<file path="src/rtl/ivc_pkg.sv">
package ivc_pkg;
  // Region selector: upper address nibble
  localparam logic [3:0] RGN_CORE    = 4'h0;
  localparam logic [3:0] RGN_SLOTCTL = 4'h1;
  localparam logic [3:0] RGN_SLOTADR = 4'h2;

  // Word offsets inside the core region
  localparam logic [3:0] OFF_RAW    = 4'h0;
  localparam logic [3:0] OFF_MASKED = 4'h1;
  localparam logic [3:0] OFF_FIQST  = 4'h2;
  localparam logic [3:0] OFF_EN     = 4'h3;
  localparam logic [3:0] OFF_FSEL   = 4'h4;
  localparam logic [3:0] OFF_SSET   = 4'h5;
  localparam logic [3:0] OFF_SCLR   = 4'h6;
  localparam logic [3:0] OFF_VADDR  = 4'h7;
  localparam logic [3:0] OFF_DFLT   = 4'h8;
endpackage

</file>
<file path="src/rtl/ivc_sync.sv">
module ivc_sync #(
  parameter int W = 32
) (
  input  logic         clk,
  input  logic         rst,
  input  logic [W-1:0] d,
  output logic [W-1:0] q
);
  logic [W-1:0] meta;

  always_ff @(posedge clk) begin
    if (rst) begin
      meta <= '0;
      q    <= '0;
    end else begin
      meta <= d;
      q    <= meta;
    end
  end
endmodule

</file>
<file path="src/rtl/ivc_pick.sv">
module ivc_pick #(
  parameter int NSRC  = 32,
  parameter int NSLOT = 16,
  parameter int DW    = 32,
  localparam int SEL_W = $clog2(NSRC)
) (
  input  logic [NSRC-1:0]        pend,
  input  logic [NSRC-1:0]        fiqsel,
  input  logic [NSLOT-1:0]       slot_en,
  input  logic [NSLOT*SEL_W-1:0] slot_src,
  input  logic [NSLOT*DW-1:0]    slot_addr,
  input  logic [DW-1:0]          dflt,
  output logic                   hit,
  output logic [DW-1:0]          vaddr
);
  logic [NSLOT-1:0] act;

  for (genvar g = 0; g < NSLOT; g++) begin : g_slot
    logic [SEL_W-1:0] s;
    assign s      = slot_src[g*SEL_W +: SEL_W];
    assign act[g] = slot_en[g] & pend[s] & ~fiqsel[s];
  end

  // Lowest index wins: scan downward so the last hit is the smallest index
  always_comb begin
    hit   = 1'b0;
    vaddr = dflt;
    for (int i = NSLOT - 1; i >= 0; i--) begin
      if (act[i]) begin
        hit   = 1'b1;
        vaddr = slot_addr[i*DW +: DW];
      end
    end
  end
endmodule

</file>
<file path="src/rtl/irq_vector_ctrl.sv">
module irq_vector_ctrl
  import ivc_pkg::*;
#(
  parameter int NSRC  = 32,
  parameter int NSLOT = 16,
  parameter int AW    = 8,
  parameter int DW    = 32
) (
  input  logic            clk,
  input  logic            rst,
  input  logic [NSRC-1:0] irq_src_i,
  input  logic            bus_wr,
  input  logic            bus_rd,
  input  logic [AW-1:0]   bus_addr,
  input  logic [DW-1:0]   bus_wdata,
  output logic [DW-1:0]   bus_rdata,
  output logic            fiq_o,
  output logic            irq_o
);
  localparam int SEL_W  = $clog2(NSRC);
  localparam int SIDX_W = $clog2(NSLOT);

  logic [NSRC-1:0]  sync_q;
  logic [NSRC-1:0]  en_q, fsel_q, soft_q;
  logic [DW-1:0]    dflt_q;
  logic [NSLOT-1:0] slot_en_q;
  logic [SEL_W-1:0] slot_src_q  [NSLOT];
  logic [DW-1:0]    slot_addr_q [NSLOT];

  logic [NSLOT*SEL_W-1:0] slot_src_flat;
  logic [NSLOT*DW-1:0]    slot_addr_flat;

  logic [NSRC-1:0] raw, pend;
  logic            vec_hit;
  logic [DW-1:0]   vec_addr;
  logic [DW-1:0]   rd_mux;

  logic [3:0]        rgn;
  logic [3:0]        off;
  logic [SIDX_W-1:0] sidx;
  logic              slot_ok;

  assign rgn     = bus_addr[7:4];
  assign off     = bus_addr[3:0];
  assign sidx    = off[SIDX_W-1:0];
  assign slot_ok = (int'(off) < NSLOT);

  ivc_sync #(.W(NSRC)) u_sync (
    .clk (clk),
    .rst (rst),
    .d   (irq_src_i),
    .q   (sync_q)
  );

  assign raw  = sync_q | soft_q;
  assign pend = raw & en_q;

  for (genvar g = 0; g < NSLOT; g++) begin : g_flat
    assign slot_src_flat[g*SEL_W +: SEL_W] = slot_src_q[g];
    assign slot_addr_flat[g*DW +: DW]      = slot_addr_q[g];
  end

  ivc_pick #(.NSRC(NSRC), .NSLOT(NSLOT), .DW(DW)) u_pick (
    .pend      (pend),
    .fiqsel    (fsel_q),
    .slot_en   (slot_en_q),
    .slot_src  (slot_src_flat),
    .slot_addr (slot_addr_flat),
    .dflt      (dflt_q),
    .hit       (vec_hit),
    .vaddr     (vec_addr)
  );

  // Register writes
  always_ff @(posedge clk) begin
    if (rst) begin
      en_q      <= '0;
      fsel_q    <= '0;
      soft_q    <= '0;
      dflt_q    <= '0;
      slot_en_q <= '0;
      for (int i = 0; i < NSLOT; i++) begin
        slot_src_q[i]  <= '0;
        slot_addr_q[i] <= '0;
      end
    end else if (bus_wr) begin
      if (rgn == RGN_CORE) begin
        case (off)
          OFF_EN:   en_q   <= bus_wdata[NSRC-1:0];
          OFF_FSEL: fsel_q <= bus_wdata[NSRC-1:0];
          OFF_SSET: soft_q <= soft_q | bus_wdata[NSRC-1:0];
          OFF_SCLR: soft_q <= soft_q & ~bus_wdata[NSRC-1:0];
          OFF_DFLT: dflt_q <= bus_wdata;
          default: ;
        endcase
      end else if (rgn == RGN_SLOTCTL && slot_ok) begin
        slot_en_q[sidx]  <= bus_wdata[SEL_W];
        slot_src_q[sidx] <= bus_wdata[SEL_W-1:0];
      end else if (rgn == RGN_SLOTADR && slot_ok) begin
        slot_addr_q[sidx] <= bus_wdata;
      end
    end
  end

  // Read multiplexer
  always_comb begin
    rd_mux = '0;
    if (rgn == RGN_CORE) begin
      case (off)
        OFF_RAW:    rd_mux = DW'(raw);
        OFF_MASKED: rd_mux = DW'(pend);
        OFF_FIQST:  rd_mux = DW'(pend & fsel_q);
        OFF_EN:     rd_mux = DW'(en_q);
        OFF_FSEL:   rd_mux = DW'(fsel_q);
        OFF_SSET:   rd_mux = DW'(soft_q);
        OFF_VADDR:  rd_mux = vec_addr;
        OFF_DFLT:   rd_mux = dflt_q;
        default:    rd_mux = '0;
      endcase
    end else if (rgn == RGN_SLOTCTL && slot_ok) begin
      rd_mux = DW'({slot_en_q[sidx], slot_src_q[sidx]});
    end else if (rgn == RGN_SLOTADR && slot_ok) begin
      rd_mux = slot_addr_q[sidx];
    end
  end

  always_ff @(posedge clk) begin
    if (rst) begin
      bus_rdata <= '0;
      fiq_o     <= 1'b0;
      irq_o     <= 1'b0;
    end else begin
      if (bus_rd) bus_rdata <= rd_mux;
      fiq_o <= |(pend & fsel_q);
      irq_o <= |(pend & ~fsel_q);
    end
  end
endmodule

</file>
<file path="config.mk">
export PLATFORM = sky130hd
export DESIGN_NAME = irq_vector_ctrl
export DESIGN_NICKNAME = d
export VERILOG_FILES = /design/src/rtl/ivc_pkg.sv /design/src/rtl/ivc_sync.sv /design/src/rtl/ivc_pick.sv /design/src/rtl/irq_vector_ctrl.sv
export SDC_FILE = /design/constraint.sdc
export NUM_CORES = 2
export LEC_CHECK = 0
export BUFFER_PORTS_ARGS = -buffer_cell sky130_fd_sc_hd__buf_2
export CAP_MARGIN = 20
export CELL_PAD_IN_SITES_DETAIL_PLACEMENT = 1
export CELL_PAD_IN_SITES_GLOBAL_PLACEMENT = 2
export CORE_ASPECT_RATIO = 1.1
export CORE_MARGIN = 4
export CORE_UTILIZATION = 30
export DETAILED_ROUTE_END_ITERATION = 10
export PLACE_DENSITY_LB_ADDON = 0.1
export SLEW_MARGIN = 25
export SYNTH_ARGS = -nofsm -noshare
export SYNTH_HDL_FRONTEND = slang
export SYNTH_SLANG_ARGS = --single-unit
</file>
<file path="constraint.sdc">
create_clock -name clk -period 3.65 [get_ports clk]
set_input_delay 0.73 -clock clk [delete_from_list [all_inputs] [get_ports clk]]
set_output_delay 0.73 -clock clk [all_outputs]
set_load 0.1 [all_outputs]
</file>
# == Yosys cells after proc, flatten, opt, wreduce, memory -nomap -nowiden ==
# Memories as Yosys holds them, arrays and structs flattened.
# Index checks and enable logic that the tools add are counted.
# totals
ramBits,592
register_bits,242
mem_count,2
output_inout_bits,34
# op_classes
reduce_logical,13
n_lt_le_gt_ge,18
bitwise,57
n_eq_ne,10
n_mux,109
# memory_table
name,words,word_bits,read_ports,rd_ports_with_merged_regs,wr,line,rtl
slot_addr_q,16,32,17,0,16,irq_vector_ctrl.sv:28,logic [DW-1:0] slot_addr_q [NSLOT];
slot_src_q,16,5,17,0,16,irq_vector_ctrl.sv:27,logic [SEL_W-1:0] slot_src_q [NSLOT];
# ops
cell,count
$mux W32,20
$pmux W32 S8,1
$bmux W1 S5,32
$and A32 B32 Y32,4
$lt A5 B6 Y1 const B,16
$reduce_or A32 Y1,3
$not A32 Y32,2
$or A32 B32 Y32,2
$pmux W32 S2,1
$mux W1,49
$and A1 B1 Y1,32
$not A1 Y1,17
$bwmux W16,1
$eq A4 B3 Y1 const B,4
$reduce_and A3 Y1,5
$eq A4 B2 Y1 const B,3
$eq A4 B1 Y1 const B,2
$logic_not A4 Y1,2
$mux W4,2
$lt A4 B5 Y1 const B,1
$mux W5,1
$reduce_or A5 Y1,1
$bmux W1 S4,1
$demux W1 S4,1
other kinds (4),4

# == Longest topological paths before layout ==
# depth
ltp_word,24
ltp_mapped,15
mapped_depth_nobuf,11

# == Cells and area by module ==
# From an unflattened synthesis, not the netlist that was laid out.
# hier_totals
cells_unflattened,4285
hier_area_um2,48101.1
# by_module_without_submodules
mod,area_each_um2,instances,cells_per_inst,seq_area_each_um2
irq_vector_ctrl,36114.6,1,2832,21340.5
ivc_pick,10068.4,1,1318,0.0
ivc_sync,1918.1,1,135,1281.2

# == Worst setup path before layout ==
# OpenSTA, ideal clock, no wires.
# synth_timing
path_kind,input -> register
from,input bus_addr[1]
to,memory slot_addr_q[3][0] (enable)
required_time_ns,3.275
path_buffers,5
path_stages,8
arrival_time_ns,3.151
setup_time_ns,0.375
slack_ns,0.124
path_cell_list,buf_2 > buf_1 > buf_1 > buf_1 > clkbuf_1 > nand3_1 > nor2_1 > or2_2
# synth_lines
element,line,rtl
"start, declared",irq_vector_ctrl.sv:14,"input logic [AW-1:0] bus_addr,"
"end, declared",irq_vector_ctrl.sv:28,

==> metrics.txt <==
status finished, violations left; failing checks setup timing; post-route ant nets 0; multi-input combinational cell area 23900 sq um; # port buffers 109; clock latency on the worst-skew pair 0.75 ns; number of flops mapped to enable cells by yosys 592; Setup violations, final 13; Syn Area/Cell 10.7 sq um; CP peak stage delay roughly 0.56 ns; sequential cell area fraction in the yosys report 0.476; # rows 152; Setup CP Type flip-flop to flip-flop; most frequent CP cell buf_4; drt first pass iters 7; fmax 265 MHz; Tmin final roughly 3.8 ns; Tot Pwr 24.0 mW; Clock Sinks 834; first-pass GRT wire length about 380000 microns; CP max-delay cell a211oi_4; CP max FO 10; Worst-Margin Slew between 1 and 1.5 ns; initial antenna violation count 25; all-layer global routing usage 0.332; clock skew 0.0410 ns; setup_tns -0.757 ns; share of post-route cells with drive strength above 1 0.326; final hold vios 0; Filler cells 16900; flops & latches, synth 834; clock tree buffer depth 3; chip height 425 microns; TritonCTS buffer count 100; Pleak 22.1 nW; post-DR vias/cell 6.03; Placer Congestion 0.987; synthesized area 47500 sq um; Routed WL roughly 280000 microns; residual DRC count 0; Yosys top cell area share 0.374; GRT overflow 0; Slew HR 0.222; worst endpoint required time 4.24 ns; number of max-cap violations 0; maximum VDD drop 358 uV; Worst Hold Class primary input to flip-flop; Avg WL per Cell around 40 microns; vias in the first global route 43600; cell type with the largest total area after synthesis edfxtp_1; H-tree Lvls 3; cells after synthesis 4428; PD cells 387 nW/um^2; hold_ws 0.205 ns; Register Area 22700 sq um; Synthesized Nets approximately 4500; DR iter-0 viols around 4600; fin nets 5112; max-slew violations 0; CTS Hold Buffers Added 0; I/O pins 110; Area growth, synth to finish 30.4%; Die ar. approximately 160000 sq um; RSZ-0062 raised after global routing true; Arr. time, crit path between 4 and 5 ns; worst path cell trace o21ai_1, buf_4, buf_4, nor3_1, a211oi_1, a211oi_2, a211oi_4, buf_12, a21bo_4, buf_6, or3_4, a221oi_4, o311ai_2, nand3_1, a31oi_1; Place WS -0.716 ns; CORE AREA roughly 160000 sq um; setup ws final -0.129 ns; Clock transition at path regs 0.07 ns; fin cells slightly above 7000; crit start category flip-flop; detailed placer's ending HPWL 207000 microns; synth top area cells edfxtp_1 37%, mux4_2 12%, dfxtp_1 10%; Cell variety after synth 97; Top FF cell, synth edfxtp_1; Tcrit/Tclk final 1.04; initial core utilization 0.303; Yosys warning count 0; TritonCTS clock tree done; most frequent cells in the layout 690 x buf_4, 592 x edfxtp_1, 531 x and2_1; most common cell after layout, fill and taps aside buf_4; dpl cells 6970; endpoint type of the worst setup path flip-flop; CTS Root Cell clkbuf_16; Die Span X 387 microns; Via Count 43700; Async SR Flop Fraction 0; largest net degree at the start of global routing 141
## state kept, by name, indices dropped and copies added, names as in the netlist, named ones only
register     cells
bus_rdata       32
dflt_q          32
en_q            32
fiq_o            1
fsel_q          32
irq_o            1
slot_addr_q    512
slot_en_q       16
slot_src_q      80
u_sync.meta     32
u_sync.q        32
## synthesized netlist by cell type (all sizes together) (28+ instances only)
cell type  instances
a311oi            35
o22ai             98
a31oi             33
inv               81
o211ai            45
edfxtp           592
or2               31
a2111oi           37
a21oi            245
mux2i             33
a21o              28
nand3             52
dfxtp            242
a22oi             53
nor2             185
and2             532
nor3             126
clkbuf           341
a211oi            53
nor2b             98
nand2            394
nand2b            44
buf              120
and3              78
a221oi            76
mux4             245
o21ai            190
## metrics by stage
stage,cell area (sq um),utilization
2_1_floorplan,47500,-
3_3_place_gp,56800,0.363
3_5_place_dp,56800,0.363
4_1_cts,61200,0.390
5_1_grt,61900,0.395
6_report,61900,0.395
## critical path: cells and delay by family, from the launching register on
family | cells | cell delay [ns]
compound gates | 8 | 1.93
buf+inv | 4 | 0.76
simple gates | 3 | 0.61
flops | 1 | 0.31
## final cells by class
| cell class | instances | share of cell area |
|---|---|---|
| antenna | 50 | 0.00202 |
| clock buffer | 130 | 0.0437 |
| clock inverter | 56 | 0.0112 |
| inverter | 86 | 0.00527 |
| multi-input combinational | 3047 | 0.386 |
| sequential | 834 | 0.366 |
| tap | 2079 | 0.0420 |
| timing repair buffer | 967 | 0.144 |
## path summary, 6_finish.rpt
path,end,slack (ns),cells past startpoint,from
setup reg to reg,bus_rdata[4],-0.13,15,flip-flop
hold / removal,u_sync.meta[18],0.21,2,irq_src_i[18]
hold reg to reg,u_sync.q[19],0.44,1,u_sync.meta[19]
setup / recovery,bus_rdata[4],-0.13,15,flip-flop
## power breakdown
part           internal (mW)  switching (mW)
registers               10.5           0.331
logic                  0.925            1.51
clock network           6.22            4.50
total                   17.7            6.34
## repair_timing
action / 4_1_cts / 5_1_grt
gates cloned: 2 / 2
gates resized for setup: 153 / 114
pin swaps: 41 / 46
endpoints found under the setup margin: 32 / 32
buffers inserted: 26 / 20
## cell families (layout without fill, tap and decap cells)
family	count (synthesis)	in the layout	synth area share
simple gates	1645	1645	0.185
compound gates	1119	1119	0.168
flops	834	834	0.476
buf+inv	547	1239	0.0463
mux	283	283	0.124
other cells	0	50	0
## per-layer routing
metal,wire length (microns),GRT usage,up-vias
met1,114000,0.421,23100
met5,20,0,-
met2,135000,0.558,1983
met4,16400,0.167,4
met3,17500,0.0417,537
li1,-,-,18100
(Power assumes the default switching activity.)
